<file path="config.mk">
export PLATFORM = sky130hd
export DESIGN_NAME = iq_frame_mux
export DESIGN_NICKNAME = d
export VERILOG_FILES = /design/src/rtl/iqm_pkg.sv /design/src/rtl/iqm_frame_timer.sv /design/src/rtl/iqm_chan_capture.sv /design/src/rtl/iqm_payload_out.sv /design/src/rtl/iq_frame_mux.sv
export SDC_FILE = /design/constraint.sdc
export NUM_CORES = 1
export LEC_CHECK = 0
export CORE_MARGIN = 2
export CORE_UTILIZATION = 35
export DETAILED_ROUTE_END_ITERATION = 10
export GPL_TIMING_DRIVEN = 1
export PLACE_DENSITY_LB_ADDON = 0.12
export SLEW_MARGIN = 10
export SYNTH_ARGS = -nofsm -noshare
export SYNTH_HDL_FRONTEND = slang
export SYNTH_SLANG_ARGS = --single-unit
export TNS_END_PERCENT = 100
</file>
<file path="constraint.sdc">
create_clock -name clk -period 3.7 [get_ports clk]
set_input_delay 0.37 -clock clk [delete_from_list [all_inputs] [get_ports clk]]
set_output_delay 0.37 -clock clk [all_outputs]
set_load 0.01 [all_outputs]
</file>
<file path="src/rtl/iqm_pkg.sv">
// Package: shared limits, configuration array type and payload layout helpers
// for the multi-sample IQ frame multiplexer.
package iqm_pkg;

    localparam int unsigned MAX_CH = 8;   // channel slots available
    localparam int unsigned MAX_W  = 20;  // widest legal I or Q value
    localparam int unsigned MIN_W  = 4;   // narrowest legal I or Q value

    // One entry per channel slot; zero marks an inactive channel.
    typedef int unsigned ch_cfg_t [MAX_CH];

    // Bits one channel occupies in the payload (I and Q for every sample).
    function automatic int unsigned chan_bits(int unsigned samples, int unsigned width);
        return 2 * samples * width;
    endfunction

    // First payload bit of channel ch: sum of all lower channels' bits.
    function automatic int unsigned chan_base(ch_cfg_t samples, ch_cfg_t width, int unsigned ch);
        int unsigned acc;
        acc = 0;
        for (int unsigned k = 0; k < MAX_CH; k++) begin
            if (k < ch) acc += chan_bits(samples[k], width[k]);
        end
        return acc;
    endfunction

endpackage

</file>
<file path="src/rtl/iqm_frame_timer.sv">
// Module: iqm_frame_timer
// Tracks the word position inside the basic frame. A start pulse forces the
// next cycle to word 0. Without pulses the counter wraps on its own every
// FRAME_WORDS cycles. Nothing is reported until the first pulse arrives.
// Assumes: the start pulse is one cycle wide.
module iqm_frame_timer #(
    parameter int unsigned FRAME_WORDS = 8,
    parameter int unsigned PHASE_W     = 3
) (
    input  logic               clk,
    input  logic               rst_n,
    input  logic               start_i,
    output logic [PHASE_W-1:0] phase_o,
    output logic               running_o,
    output logic               first_o,
    output logic               last_o
);

    localparam logic [PHASE_W-1:0] LAST_PH = PHASE_W'(FRAME_WORDS - 1);

    logic [PHASE_W-1:0] phase_q;
    logic               running_q;

    // Word position counter: realign on a pulse, else wrap at the frame end.
    always_ff @(posedge clk) begin
        if (!rst_n) begin
            phase_q   <= '0;
            running_q <= 1'b0;
        end else if (start_i) begin
            phase_q   <= '0;
            running_q <= 1'b1;
        end else if (running_q) begin
            phase_q   <= (phase_q == LAST_PH) ? '0 : phase_q + 1'b1;
        end
    end

    assign phase_o   = phase_q;
    assign running_o = running_q;
    assign first_o   = running_q && (phase_q == '0);
    assign last_o    = running_q && (phase_q == LAST_PH);

    AST_START_ALIGN: assert property (@(posedge clk) disable iff (!rst_n)
        start_i |=> first_o);

    AST_FRAME_WRAP: assert property (@(posedge clk) disable iff (!rst_n)
        (last_o && !start_i) |=> first_o);

    AST_PHASE_STEP: assert property (@(posedge clk) disable iff (!rst_n)
        (running_q && !start_i && phase_q != LAST_PH) |=> (phase_q == $past(phase_q) + 1'b1));

endmodule

</file>
<file path="src/rtl/iqm_chan_capture.sv">
// Module: iqm_chan_capture
// Owns one active channel. It opens the data-enable window for the first
// SAMPLES words of each frame and stores the I/Q pair of enabled cycle k
// into sub-slot k. It presents its slot, placed at BASE, inside an
// otherwise-zero payload vector.
// Assumes: 1 <= SAMPLES <= frame words - 1 and BASE + slot fits the payload.
module iqm_chan_capture #(
    parameter int unsigned SAMPLES      = 1,
    parameter int unsigned WIDTH        = 4,
    parameter int unsigned BASE         = 0,
    parameter int unsigned PAYLOAD_BITS = 112,
    parameter int unsigned PHASE_W      = 3
) (
    input  logic                    clk,
    input  logic                    rst_n,
    input  logic                    running_i,
    input  logic [PHASE_W-1:0]      phase_i,
    input  logic [WIDTH-1:0]        i_i,
    input  logic [WIDTH-1:0]        q_i,
    output logic                    en_o,
    output logic [PAYLOAD_BITS-1:0] part_o
);

    localparam int unsigned SLOT_W = 2 * SAMPLES * WIDTH;
    localparam int unsigned PAIR_W = 2 * WIDTH;

    logic [SLOT_W-1:0] slot_q;

    // Window: the first SAMPLES words of every running frame.
    assign en_o = running_i && (phase_i < PHASE_W'(SAMPLES));

    // Capture: the word position selects the sub-slot, I in the low half, Q above.
    always_ff @(posedge clk) begin
        if (!rst_n) begin
            slot_q <= '0;
        end else if (en_o) begin
            for (int s = 0; s < SAMPLES; s++) begin
                if (phase_i == PHASE_W'(s)) begin
                    slot_q[s*PAIR_W +: WIDTH]         <= i_i;
                    slot_q[s*PAIR_W + WIDTH +: WIDTH] <= q_i;
                end
            end
        end
    end

    // Placement: slot at its base, every other bit zero.
    always_comb begin
        part_o = '0;
        part_o[BASE +: SLOT_W] = slot_q;
    end

    AST_WINDOW_OPENS_AT_WORD0: assert property (@(posedge clk) disable iff (!rst_n)
        $rose(en_o) |-> (phase_i == '0));

    AST_SLOT_HELD_OUTSIDE: assert property (@(posedge clk) disable iff (!rst_n)
        !en_o |=> $stable(slot_q));

endmodule

</file>
<file path="src/rtl/iqm_payload_out.sv">
// Module: iqm_payload_out
// Holds the payload of the last completed frame and serialises it. Word 0
// is the zero control word, and word k carries payload bits
// [(k-1)*WORD_W +: WORD_W].
// Assumes: load_i pulses on the last word of each completed frame.
module iqm_payload_out #(
    parameter int unsigned PAYLOAD_BITS = 112,
    parameter int unsigned WORD_W       = 16,
    parameter int unsigned FRAME_WORDS  = 8,
    parameter int unsigned PHASE_W      = 3
) (
    input  logic                    clk,
    input  logic                    rst_n,
    input  logic                    load_i,
    input  logic                    running_i,
    input  logic [PHASE_W-1:0]      phase_i,
    input  logic [PAYLOAD_BITS-1:0] payload_i,
    output logic [WORD_W-1:0]       word_o
);

    logic [PAYLOAD_BITS-1:0] shadow_q;
    logic [WORD_W-1:0]       words [FRAME_WORDS];

    // Shadow: take the collected payload at the close of a full frame.
    always_ff @(posedge clk) begin
        if (!rst_n) shadow_q <= '0;
        else if (load_i) shadow_q <= payload_i;
    end

    // Word map: zero control word, then the payload slices in order.
    assign words[0] = '0;
    for (genvar k = 1; k < FRAME_WORDS; k++) begin : g_word
        assign words[k] = shadow_q[(k-1)*WORD_W +: WORD_W];
    end

    // Output select: silent until frames run.
    assign word_o = running_i ? words[phase_i] : '0;

    AST_SHADOW_HOLD: assert property (@(posedge clk) disable iff (!rst_n)
        !load_i |=> $stable(shadow_q));

endmodule

</file>
<file path="src/rtl/iq_frame_mux.sv">
// Module: iq_frame_mux (top)
// Multi-sample IQ frame multiplexer. A frame timer, one capture unit per
// active channel and a payload serialiser. The capture units' slots are
// OR-merged into one payload. Each slot is zero outside its own range, so
// the merge is a plain concatenation.
// Assumes: configuration legal (checked at elaboration), start pulse one
// cycle wide.
module iq_frame_mux
    import iqm_pkg::*;
#(
    parameter int unsigned FRAME_WORDS = 8,
    parameter int unsigned WORD_W      = 16,
    parameter int unsigned NUM_CH      = 8,
    parameter ch_cfg_t     CH_SAMPLES  = '{3, 2, 0, 0, 0, 0, 0, 0},
    parameter ch_cfg_t     CH_WIDTH    = '{14, 6, 0, 0, 0, 0, 0, 0}
) (
    input  logic                    clk,
    input  logic                    rst_n,
    input  logic                    tx_start_i,
    input  logic [NUM_CH*MAX_W-1:0] samp_i_i,
    input  logic [NUM_CH*MAX_W-1:0] samp_q_i,
    output logic [NUM_CH-1:0]       samp_en_o,
    output logic [WORD_W-1:0]       tx_word_o,
    output logic                    tx_frame_start_o
);

    localparam int unsigned PAYLOAD_BITS = (FRAME_WORDS - 1) * WORD_W;
    localparam int unsigned PHASE_W      = (FRAME_WORDS > 2) ? $clog2(FRAME_WORDS) : 1;
    localparam int unsigned TOTAL_BITS   = chan_base(CH_SAMPLES, CH_WIDTH, MAX_CH);

    // Elaboration checks on the configuration.
    if (NUM_CH > MAX_CH || NUM_CH == 0) begin : g_bad_count
        $error("iq_frame_mux: NUM_CH must be 1..%0d", MAX_CH);
    end
    if (TOTAL_BITS > PAYLOAD_BITS) begin : g_bad_total
        $error("iq_frame_mux: %0d sample bits exceed %0d payload bits", TOTAL_BITS, PAYLOAD_BITS);
    end
    for (genvar c = 0; c < MAX_CH; c++) begin : g_cfg_chk
        if (CH_SAMPLES[c] == 0) begin : g_off
            if (CH_WIDTH[c] != 0) begin : g_w
                $error("iq_frame_mux: inactive channel %0d needs width 0", c);
            end
        end else begin : g_on
            if (c >= NUM_CH) begin : g_range
                $error("iq_frame_mux: channel %0d lies beyond NUM_CH", c);
            end
            if (CH_SAMPLES[c] > FRAME_WORDS - 1) begin : g_s
                $error("iq_frame_mux: channel %0d sample count too large", c);
            end
            if (CH_WIDTH[c] < MIN_W || CH_WIDTH[c] > MAX_W) begin : g_w
                $error("iq_frame_mux: channel %0d width outside %0d..%0d", c, MIN_W, MAX_W);
            end
        end
    end

    logic [PHASE_W-1:0]      phase;
    logic                    running;
    logic                    first_word;
    logic                    last_word;
    logic [PAYLOAD_BITS-1:0] part  [NUM_CH];
    logic [PAYLOAD_BITS-1:0] merge [NUM_CH+1];
    logic                    unused_lanes;

    // Lane bits above each width are ignored on purpose.
    assign unused_lanes = ^{samp_i_i, samp_q_i};

    iqm_frame_timer #(
        .FRAME_WORDS (FRAME_WORDS),
        .PHASE_W     (PHASE_W)
    ) u_timer (
        .clk       (clk),
        .rst_n     (rst_n),
        .start_i   (tx_start_i),
        .phase_o   (phase),
        .running_o (running),
        .first_o   (first_word),
        .last_o    (last_word)
    );

    // One capture unit per active channel; inactive slots stay silent.
    for (genvar c = 0; c < NUM_CH; c++) begin : g_ch
        if (CH_SAMPLES[c] != 0) begin : g_act
            iqm_chan_capture #(
                .SAMPLES      (CH_SAMPLES[c]),
                .WIDTH        (CH_WIDTH[c]),
                .BASE         (chan_base(CH_SAMPLES, CH_WIDTH, c)),
                .PAYLOAD_BITS (PAYLOAD_BITS),
                .PHASE_W      (PHASE_W)
            ) u_cap (
                .clk       (clk),
                .rst_n     (rst_n),
                .running_i (running),
                .phase_i   (phase),
                .i_i       (samp_i_i[c*MAX_W +: CH_WIDTH[c]]),
                .q_i       (samp_q_i[c*MAX_W +: CH_WIDTH[c]]),
                .en_o      (samp_en_o[c]),
                .part_o    (part[c])
            );
        end else begin : g_idle
            assign samp_en_o[c] = 1'b0;
            assign part[c]      = '0;
        end
        assign merge[c+1] = merge[c] | part[c];
    end
    assign merge[0] = '0;

    iqm_payload_out #(
        .PAYLOAD_BITS (PAYLOAD_BITS),
        .WORD_W       (WORD_W),
        .FRAME_WORDS  (FRAME_WORDS),
        .PHASE_W      (PHASE_W)
    ) u_out (
        .clk       (clk),
        .rst_n     (rst_n),
        .load_i    (last_word),
        .running_i (running),
        .phase_i   (phase),
        .payload_i (merge[NUM_CH]),
        .word_o    (tx_word_o)
    );

    assign tx_frame_start_o = first_word;

    AST_CTRL_WORD_ZERO: assert property (@(posedge clk) disable iff (!rst_n)
        tx_frame_start_o |-> (tx_word_o == '0));

    AST_IDLE_NO_ENABLE: assert property (@(posedge clk) disable iff (!rst_n)
        !running |-> (samp_en_o == '0 && tx_word_o == '0));

endmodule

</file>
Word-level counts from Yosys, hierarchy flattened
Cells that the tools add are included.

Word-level logic and storage cells: 34. Output and inout bits: 25. Bits in read-only memories: 0. Memories: 0. Bits of input ports: 323. Register bits after elaboration: 224. Bits in writable memories: 0. Bits in latches: 0.

Add/sub/neg operators: 1. Shift-type cells: 0. Multiplexer cells: 5. Bitwise logic cells: 3. $mul: 0. Magnitude comparators: 3. Div/mod/pow operators: 0. Eq/ne operators: 3. Reduce and logical (&&, ||, !) cells: 11.

Operators with widths (number): OR 84 x 108 -> 108 bit (1); binary-select mux 16 bit (select 3 bit) (1); two-way mux 16 bit (3); AND reduction 2 bit (5); < comparator 3 x 2 -> 1 bit (second input constant) (2); greater-or-equal comparator 4 bit (second input constant) (1); logical AND 1 bit (4); NOT 3 -> 4 bit (1); adder 3 x 1 -> 3 bit (second input constant) (1); equality test 3 x 1 -> 1 bit (second input constant) (1); equality test 3 x 2 -> 1 bit (second input constant) (1); equality test 3 bit (second input constant) (1); logical NOT 3 bit (1); two-way mux 3 bit (1); OR reduction 2 bit (1); NOT 1 bit (1).

Longest topological paths before layout
Gate-level depths: netlist of the first run.

Word-level depth: 5. Gate-level depth with buffers: 10.

Hierarchy
A second synthesis of the first run with hierarchy kept.

Cells, all modules: 1129. Area total of the unflattened synthesis: 11096.9 um^2.

Modules (own cells, without submodules): iqm_payload_out (cells an instance 471, sequential area each 2242.2 um^2, times used 1, area each 5147.4 um^2); iqm_chan_capture (g_ch[0].g_act.u_cap) (cells an instance 335, sequential area each 1681.6 um^2, times used 1, area each 3403.3 um^2); iqm_chan_capture (g_ch[1].g_act.u_cap) (cells an instance 183, sequential area each 480.5 um^2, times used 1, area each 1586.5 um^2); iq_frame_mux (cells an instance 119, sequential area each 0.0 um^2, times used 1, area each 749.5 um^2); iqm_frame_timer (cells an instance 21, sequential area each 80.1 um^2, times used 1, area each 210.2 um^2).

Worst setup path before layout of the first run
OpenSTA, ideal clock, no wires.

Path type: reg-to-output. From: register u_timer.phase_q[0], in the netlist u_timer.phase_o[0]. To: output tx_frame_start_o. Path slack: 1464 ps. Stages on the path, launching flop included: 9. Required time: 3330 ps. Arrival: 1866 ps. Path through: dfxtp_1 -> buf_4 -> buf_2 -> buf_2 -> inv_1 -> ha_1 -> inv_1 -> buf_1 -> nor2_1.

Word-level cells in the longest chain between the ends: 2.

Ends and longest elaborated chain: from (decl) (line iqm_frame_timer.sv:21) `logic [PHASE_W-1:0] phase_q;`; from (signal assigned) (line iqm_frame_timer.sv:33) `phase_q <= (phase_q == LAST_PH) ? '0 : phase_q + 1'b1;`; logical NOT 3 bit (line iqm_frame_timer.sv:39) `assign first_o = running_q && (phase_q == '0);`; logical AND 1 bit (line iqm_frame_timer.sv:39); to (decl) (line iq_frame_mux.sv:24) `output logic tx_frame_start_o`.

Every way passes these cells.

Final worst setup path of the first run
From: register u_timer.phase_q[0], in the netlist u_timer.phase_o[0]. To: output tx_word_o[1].

Word-level cells in the longest chain between the ends: 5.

Ends and longest elaborated chain: NOT 3 -> 4 bit (implied by the code) (line iqm_payload_out.sv:37) `assign word_o = running_i ? words[phase_i] : '0;`; binary-select mux 16 bit (select 3 bit) (line iqm_payload_out.sv:37); two-way mux 16 bit (implied by the code) (2 in series) (line iqm_payload_out.sv:37); two-way mux 16 bit (line iqm_payload_out.sv:37); to (decl) (line iq_frame_mux.sv:23) `output logic [WORD_W-1:0] tx_word_o,`.

Every way passes these cells. The select of a mux whose other input is x is not followed.

==> flow_summary_export.csv, run 1 <==
group,metric,value,unit
cells_and_area,final_nets,1454,
place,place_congestion,0.754,
yosys,yosys_register_bits,220,
cells_and_area,nFillCells,2754,
status,run_status,"complete, no violations",
cells_and_area,finish.instance_area,11100,µm²
clock_network,cts.clk_slew.worst_paths,0.06,ns
clock_network,cts.htree.levels,1,
clock_network,clockBufferDepth,3,
yosys,cell_count_after_synthesis,1134,
timing,final.min_clock_period,3.20,ns
global_route,grt_pass1_vias,7839,
timing,finalSetupTns,0,ns
cells_and_area,post_layout_nonfiller_instances,1480,
detailed_routing,final_antenna_net_count,0,
timing,setup_viol_count_final,0,
global_route,grt_use_total,21.7,%
critical_path,peak_fanout_along_the_critical_path,23,
critical_path,crit_start,"u_timer.phase_o[0]$_SDFFE_PP0P_",
power,p_leak,3.44,nW
critical_path,worst-endpoint-required,3.33,ns
yosys,combined_area_of_all_synthesized_cells,9680,µm²
timing,max_slew_margin,34.8,%
detailed_routing,drt-total-wl,31700,µm
critical_path,r2r_setup_slack,1.13,ns
critical_path,worstReg2RegStart,"u_timer.phase_o[0]$_SDFFE_PP0P_",
timing,clock_skew,0.00879,ns
place,placed_cells_incl_taps,1440,
timing,min_period_over_period,86.5,%
clock_network,postCtsResizedCells,0,
critical_path,crit-reg2reg-capture,"u_out.shadow_q[103]$_SDFFE_PN0P_",
timing,achievable-frequency,0.312,GHz
global_route,grt_first_pass_wirelength,48200,µm
floorplanning,io-pin-count,348,
floorplanning,design.die.area,29000,µm²
yosys,synth-seq-area-share,45.5,%
min_path,kind_of_path_behind_the_tightest_hold_check,"in2reg",
detailed_routing,routed-wl-met3,1350,µm
yosys,post_synth.cell_area_avg,8.53,µm²
power,peakVddDrop,294,µV
timing,setup_ws,0.498,ns
floorplanning,fp.dieW,170,µm
floorplanning,initial_utilization,35.8,%
timing,hold_violations,0,
run,max_cap_viol_count,0,
timing,worst_pin_slew,0.976,ns
global_route,grt_start_max_net_pins,107,
floorplanning,row_count,60,
critical_path,arrival_time_at_the_worst_endpoint,2.83,ns
detailed_routing,highest_layer,"met4",
yosys,yosys_warn_count,0,
cells_and_area,final_layout_size_suffix_gt1_share,13.1,%
detailed_routing,drt_first_iter_violations,581,
min_path,min_delay_path_depth,3,
clock_network,tritoncts,"done",
floorplanning,chipHeight,170,µm
critical_path,worst_setup_path_start_kind,"register",
clock_network,hold_bufs_at_cts,0,
power,pwr_density_cell,460,nW/µm²
timing,timing_max_transition_violations_final,0,
floorplanning,fp.coreArea,27000,µm²
critical_path,worst_r2r_path_depth,7,
clock_network,cts_buffers,25,
cells_and_area,synthToLayoutAreaGrowth,15.1,%
place,placed_area,10400,µm²
critical_path,worst_setup_path_end_kind,"output pin",
place,pre_cts_ws,0.995,ns
detailed_routing,vias_per_cell,5.58,
clock_network,numClockSinks,220,
global_route,global_route.overflow_total,0,
detailed_routing,drc_errors,0,
detailed_routing,average_wire_per_standard_cell,21.4,µm
clock_network,post_cts.repair.setup_buffers,0,
place,detailed_place_hpwl,19400,µm
clock_network,clock_insertion_delay_worst_skew,0.52,ns
timing,grt_setup_unrepaired,"false",
critical_path,destination_of_the_critical_timing_path,"tx_word_o[1]",
detailed_routing,vias,8258,
yosys,post_synth_num_cell_types,32,
cells_and_area,final_antenna_diode_count,0,
detailed_routing,drt_first_pass_iters,5,
clock_network,clockRootBuffer,"sky130_fd_sc_hd__clkbuf_16",
critical_path,timing.setup.critical_path_class,"reg2out",
min_path,hold_start,"samp_q_i[21]",
global_route,grt_antenna_before_repair,0,
place,port-buffer-count,61,
detailed_routing,route.layer.met1.wl,14400,µm
detailed_routing,detailroute.wirelength.met2,14800,µm
==> flip-flops by register name, indices dropped and copies added (netlist names) <==
signal and flops:
g_ch.g_act.u_cap.slot_q 108, u_timer.running_o 1, u_timer.phase_o 3, u_out.shadow_q 108
==> layout by cell type, fill, tap and decap left out, drive strengths merged <==
master | netlist | routed
bufinv | 0 | 1
conb | 1 | 6
buf | 84 | 29
nand4 | 84 | 84
and3 | 4 | 4
mux2 | 12 | 12
nand4bb | 2 | 2
inv | 6 | 6
and2b | 1 | 1
mux4 | 12 | 12
o21ai | 12 | 12
dfxtp | 220 | 220
mux2i | 11 | 11
a31oi | 12 | 12
a21oi | 228 | 228
nor2 | 9 | 9
nand2 | 278 | 278
clkinv | 1 | 6
and2 | 2 | 2
ha | 5 | 5
o31ai | 84 | 84
and4bb | 2 | 2
clkbuf | 46 | 34
o211ai | 8 | 8
clkdlybuf4s50 | 0 | 61
nand2b | 2 | 2
nand3b | 8 | 8
==> synth_stat cells <==
master,number,area [µm²]
sky130_fd_sc_hd__mux2_2,12,135
sky130_fd_sc_hd__o31ai_1,35,263
sky130_fd_sc_hd__buf_6,7,78.8
sky130_fd_sc_hd__and2_1,2,12.5
sky130_fd_sc_hd__mux4_2,12,270
sky130_fd_sc_hd__o21ai_1,12,60.1
sky130_fd_sc_hd__clkinv_1,1,3.75
sky130_fd_sc_hd__and3_1,4,25.0
sky130_fd_sc_hd__buf_1,6,22.5
sky130_fd_sc_hd__ha_1,5,62.6
sky130_fd_sc_hd__nand2b_1,2,12.5
sky130_fd_sc_hd__inv_2,4,15.0
sky130_fd_sc_hd__mux2i_1,11,110
sky130_fd_sc_hd__clkbuf_2,1,5.00
sky130_fd_sc_hd__nor2_1,9,33.8
sky130_fd_sc_hd__a21oi_1,228,1140
sky130_fd_sc_hd__buf_2,51,255
sky130_fd_sc_hd__buf_4,20,150
sky130_fd_sc_hd__conb_1,1,3.75
sky130_fd_sc_hd__and2b_1,1,7.51
sky130_fd_sc_hd__and4bb_1,2,25.0
sky130_fd_sc_hd__o31ai_2,49,613
sky130_fd_sc_hd__nand3b_1,8,60.1
sky130_fd_sc_hd__a31oi_1,12,75.1
sky130_fd_sc_hd__nand4bb_1,2,22.5
sky130_fd_sc_hd__nand2_1,277,1040
sky130_fd_sc_hd__clkbuf_1,45,169
sky130_fd_sc_hd__nand4_1,84,526
sky130_fd_sc_hd__o211ai_1,8,60.1
sky130_fd_sc_hd__inv_1,2,7.51
sky130_fd_sc_hd__nand2_2,1,6.26
sky130_fd_sc_hd__dfxtp_1,220,4400
==> worst max-delay path: stages (launching register included) <==
cell and delay, ns:
sky130_fd_sc_hd__dfxtp_2 0.63, sky130_fd_sc_hd__buf_12 0.26, sky130_fd_sc_hd__mux4_2 0.31, sky130_fd_sc_hd__o21ai_1 0.07
sky130_fd_sc_hd__a21oi_1 0.41, sky130_fd_sc_hd__clkdlybuf4s50_1 0.63
==> worst min-delay path by stage <==
| stage | endpoint | slack (ns) |
|---|---|---|
| final | g_ch[1].g_act.u_cap.slot_q[7]$_SDFFE_PN0P_ | 0.44 |
| after global routing | g_ch[1].g_act.u_cap.slot_q[7]$_SDFFE_PN0P_ | 0.42 |
| after CTS | g_ch[1].g_act.u_cap.slot_q[7]$_SDFFE_PN0P_ | 0.42 |
| after detailed placement | u_out.shadow_q[69]$_SDFFE_PN0P_ | 0.45 |
| after global placement | u_out.shadow_q[17]$_SDFFE_PN0P_ | 0.44 |
| after floorplan | u_out.shadow_q[100]$_SDFFE_PN0P_ | 0.43 |
==> logic make-up (layout without fill, tap and decap cells) <==
logic type | Yosys count | after routing | synth area share [%]
multiplexers | 35 | 35 | 5.33
AND/OR/NAND/NOR | 392 | 392 | 18.3
other | 1 | 6 | 0.0388
flip-flops | 220 | 220 | 45.5
adder cells (fa/ha/maj) | 5 | 5 | 0.647
buffers and inverters | 137 | 137 | 7.31
AO/OA/AOI/OAI | 344 | 344 | 22.9
==> report_power, final <==
group / switching [mW] / leakage (nW) / internal, mW
clock: 0.966 / 0.382 / 1.39
combinational: 0.214 / 1.28 / 0.111
sequential: 0.0282 / 1.78 / 2.40
total: 1.21 / 3.44 / 3.91
==> metal layers <==
layer | GRT usage, % | up-vias
met1 | 29.8 | 4038
li1 | - | 3982
met4 | 7.77 | 0
met2 | 34.8 | 185
met5 | 0 | -
met3 | 2.86 | 53
==> layout make-up <==
| class | instances | area (µm²) | area share, % |
|---|---|---|---|
| Multi-Input combinational cell | 782 | 4600 | 41.3 |
| Sequential cell | 220 | 4410 | 39.6 |
| Timing Repair Buffer | 90 | 903 | 8.11 |
| Clock buffer | 34 | 709 | 6.37 |
| Tap cell | 341 | 427 | 3.83 |
| Clock inverter | 6 | 55.1 | 0.494 |
| Inverter | 7 | 31.3 | 0.281 |
==> through the flow <==
stage	power (mW)	util [%]	hold WS [ns]
floorplan	2.67	-	0.432
global placement	2.81	38.4	0.440
detailed placement	2.81	38.4	0.445
CTS	5.17	41.2	0.419
global route	5.30	41.2	0.422
finish	5.12	41.2	0.440
No activity file was read; power rests on OpenSTA's default activity.
==> run 2, diff against run 1 <==
Settings changed: CTS_CLUSTER_DIAMETER from default to 40.
==> run 2 against run 1 <==
First-iteration DRC count increased by 5.5%. Largest cell class unchanged. Clock power increased by 57%. Hold slack improved by 0.0075 ns. Largest power group is now clock. Critical path type unchanged. Cell count increased by 1.6%. Wire length increased by 0.79%. Combinational power about the same.
==> flow_summary_export.csv, run 2 (synthesized netlist as in run 1, its figures left out) <==
group,metric,value,unit
place,placed_cells_incl_taps,1440,
cells_and_area,nFillCells,2720,
global_route,grt_pass1_vias,7995,
place,detailed_place_hpwl,19400,µm
timing,min_period_over_period,85.9,%
global_route,grt_start_max_net_pins,107,
clock_network,clock_insertion_delay_worst_skew,0.51,ns
global_route,grt_antenna_before_repair,0,
clock_network,postCtsResizedCells,0,
detailed_routing,drt_first_iter_violations,613,
cells_and_area,synthToLayoutAreaGrowth,21.1,%
timing,max_slew_margin,33.8,%
floorplanning,fp.coreArea,27000,µm²
timing,timing_max_transition_violations_final,0,
cells_and_area,final_antenna_diode_count,0,
cells_and_area,layout.cells.most_common,"sky130_fd_sc_hd__nand2_1",
min_path,kind_of_path_behind_the_tightest_hold_check,"in2reg",
timing,grt_setup_unrepaired,"false",
timing,achievable-frequency,0.315,GHz
timing,finalSetupTns,0,ns
cells_and_area,final_nets,1466,
detailed_routing,vias,8428,
clock_network,clockBufferDepth,3,
cells_and_area,final_layout_size_suffix_gt1_share,15.0,%
detailed_routing,average_wire_per_standard_cell,21.2,µm
detailed_routing,drt_first_pass_iters,5,
timing,hold_violations,0,
detailed_routing,drt-total-wl,31900,µm
critical_path,peak_fanout_along_the_critical_path,23,
critical_path,r2r_setup_slack,1.13,ns
place,port-buffer-count,61,
global_route,global_route.overflow_total,0,
place,place_congestion,0.754,
cells_and_area,final_cell_mix,"sky130_fd_sc_hd__nand2_1 (276), sky130_fd_sc_hd__a21oi_1 (228), sky130_fd_sc_hd__dfxtp_1 (219)",
status,run_status,"complete, no violations",
critical_path,timing.setup.critical_path_class,"reg2out",
power,pwr_density_cell,552,nW/µm²
power,p_leak,3.71,nW
detailed_routing,final_antenna_net_count,0,
critical_path,destination_of_the_critical_timing_path,"tx_word_o[1]",
detailed_routing,drc_errors,0,
clock_network,hold_bufs_at_cts,0,
critical_path,worst_r2r_path_depth,7,
clock_network,cts_buffers,37,
timing,worst_pin_slew,0.992,ns
run,max_cap_viol_count,0,
floorplanning,design.die.area,29000,µm²
critical_path,arrival_time_at_the_worst_endpoint,2.81,ns
clock_network,post_cts.repair.setup_buffers,0,
power,power.total,6.47,mW
detailed_routing,vias_per_cell,5.60,
global_route,grt_first_pass_wirelength,48700,µm
clock_network,tritoncts,"done",
critical_path,crit_start,"u_timer.phase_o[0]$_SDFFE_PP0P_",
critical_path,worstReg2RegStart,"u_timer.phase_o[0]$_SDFFE_PP0P_",
timing,clock_skew,0.0150,ns
critical_path,worst_setup_path_start_kind,"register",
floorplanning,io-pin-count,348,
power,peakVddDrop,249,µV
floorplanning,chipHeight,170,µm
clock_network,numClockSinks,220,
critical_path,worst_setup_path_end_kind,"output pin",
critical_path,worst-endpoint-required,3.33,ns
cells_and_area,postLayoutCoreUtil,43.4,%
clock_network,cts.clk_slew.worst_paths,0.05,ns
floorplanning,fp.dieW,170,µm
clock_network,cts.htree.levels,2,
clock_network,clockRootBuffer,"sky130_fd_sc_hd__clkbuf_16",
timing,setup_viol_count_final,0,
global_route,grt_use_total,22.0,%
cells_and_area,post_layout_nonfiller_instances,1504,
floorplanning,row_count,60,
critical_path,crit-reg2reg-capture,"u_out.shadow_q[96]$_SDFFE_PN0P_",
floorplanning,initial_utilization,35.8,%
timing,final.min_clock_period,3.18,ns
run 2: cell count changes in the layout (fill, tap and decap cells not counted):
cell	delta
sky130_fd_sc_hd__clkinv_4	+3
sky130_fd_sc_hd__clkbuf_1	-1
sky130_fd_sc_hd__bufinv_16	+6
sky130_fd_sc_hd__clkbuf_16	+14
sky130_fd_sc_hd__clkinvlp_4	+3
sky130_fd_sc_hd__clkbuf_8	+1
sky130_fd_sc_hd__inv_6	+1
sky130_fd_sc_hd__clkinv_2	-3
run 2: worst min-delay path by stage:
stage                                                      startpoint                                     endpoint  cells past startpoint
after detailed placement  g_ch[0].g_act.u_cap.slot_q[69]$_SDFFE_PN0P_              u_out.shadow_q[69]$_SDFFE_PN0P_                      2
final                                                    samp_i_i[20]  g_ch[1].g_act.u_cap.slot_q[12]$_SDFFE_PN0P_                      3
after global routing                                     samp_q_i[21]   g_ch[1].g_act.u_cap.slot_q[7]$_SDFFE_PN0P_                      3
after CTS                                                samp_i_i[20]  g_ch[1].g_act.u_cap.slot_q[12]$_SDFFE_PN0P_                      3
after floorplan           g_ch[1].g_act.u_cap.slot_q[16]$_SDFFE_PN0P_             u_out.shadow_q[100]$_SDFFE_PN0P_                      2
after global placement                u_out.shadow_q[17]$_SDFFE_PN0P_              u_out.shadow_q[17]$_SDFFE_PN0P_                      2
run 2: metrics by stage:
| step | area (µm²) | hold slack, ns | setup WS, ns |
|---|---|---|---|
| 3_5_place_dp | 10400 | 0.445 | 0.995 |
| 6_report | 11700 | 0.447 | 0.521 |
| 3_3_place_gp | 10400 | 0.440 | 1.01 |
| 2_1_floorplan | 9690 | 0.432 | 1.46 |
| 5_1_grt | 11700 | 0.439 | 0.442 |
| 4_1_cts | 11700 | 0.434 | 0.463 |
run 2: worst max-delay path, stage by stage (launching register included):
cell	delay [ns]
sky130_fd_sc_hd__dfxtp_2	0.62
sky130_fd_sc_hd__buf_12	0.26
sky130_fd_sc_hd__mux4_2	0.31
sky130_fd_sc_hd__o21ai_1	0.07
sky130_fd_sc_hd__a21oi_1	0.40
sky130_fd_sc_hd__clkdlybuf4s50_1	0.63
run 2: cell type report:
| type | instances | area, µm² | area share (%) |
|---|---|---|---|
| Timing Repair Buffer | 90 | 903 | 7.71 |
| Inverter | 7 | 31.3 | 0.267 |
| Clock buffer | 48 | 1070 | 9.13 |
| Tap cell | 341 | 427 | 3.64 |
| Multi-Input combinational cell | 782 | 4600 | 39.3 |
| Sequential cell | 220 | 4410 | 37.6 |
| Clock inverter | 16 | 278 | 2.37 |
run 2: where the power goes:
group          internal, mW  switching, mW
Combinational         0.111          0.214
Sequential             2.41         0.0279
Clock                  2.52           1.19
run 2: layer usage:
layer	vias up	track usage, %	wire length [µm]
met5	-	0	0
met4	0	8.36	1040
met3	58	3.37	1330
met2	185	35.5	15100
met1	4147	29.7	14400
li1	4038	-	-
==> run 3, diff against run 2 <==
Settings changed: ABC_CLOCK_PERIOD_IN_PS from default to 3700.
==> results of run 3 <==
The final DEF is identical to that of run 2; final timing and power are the same.
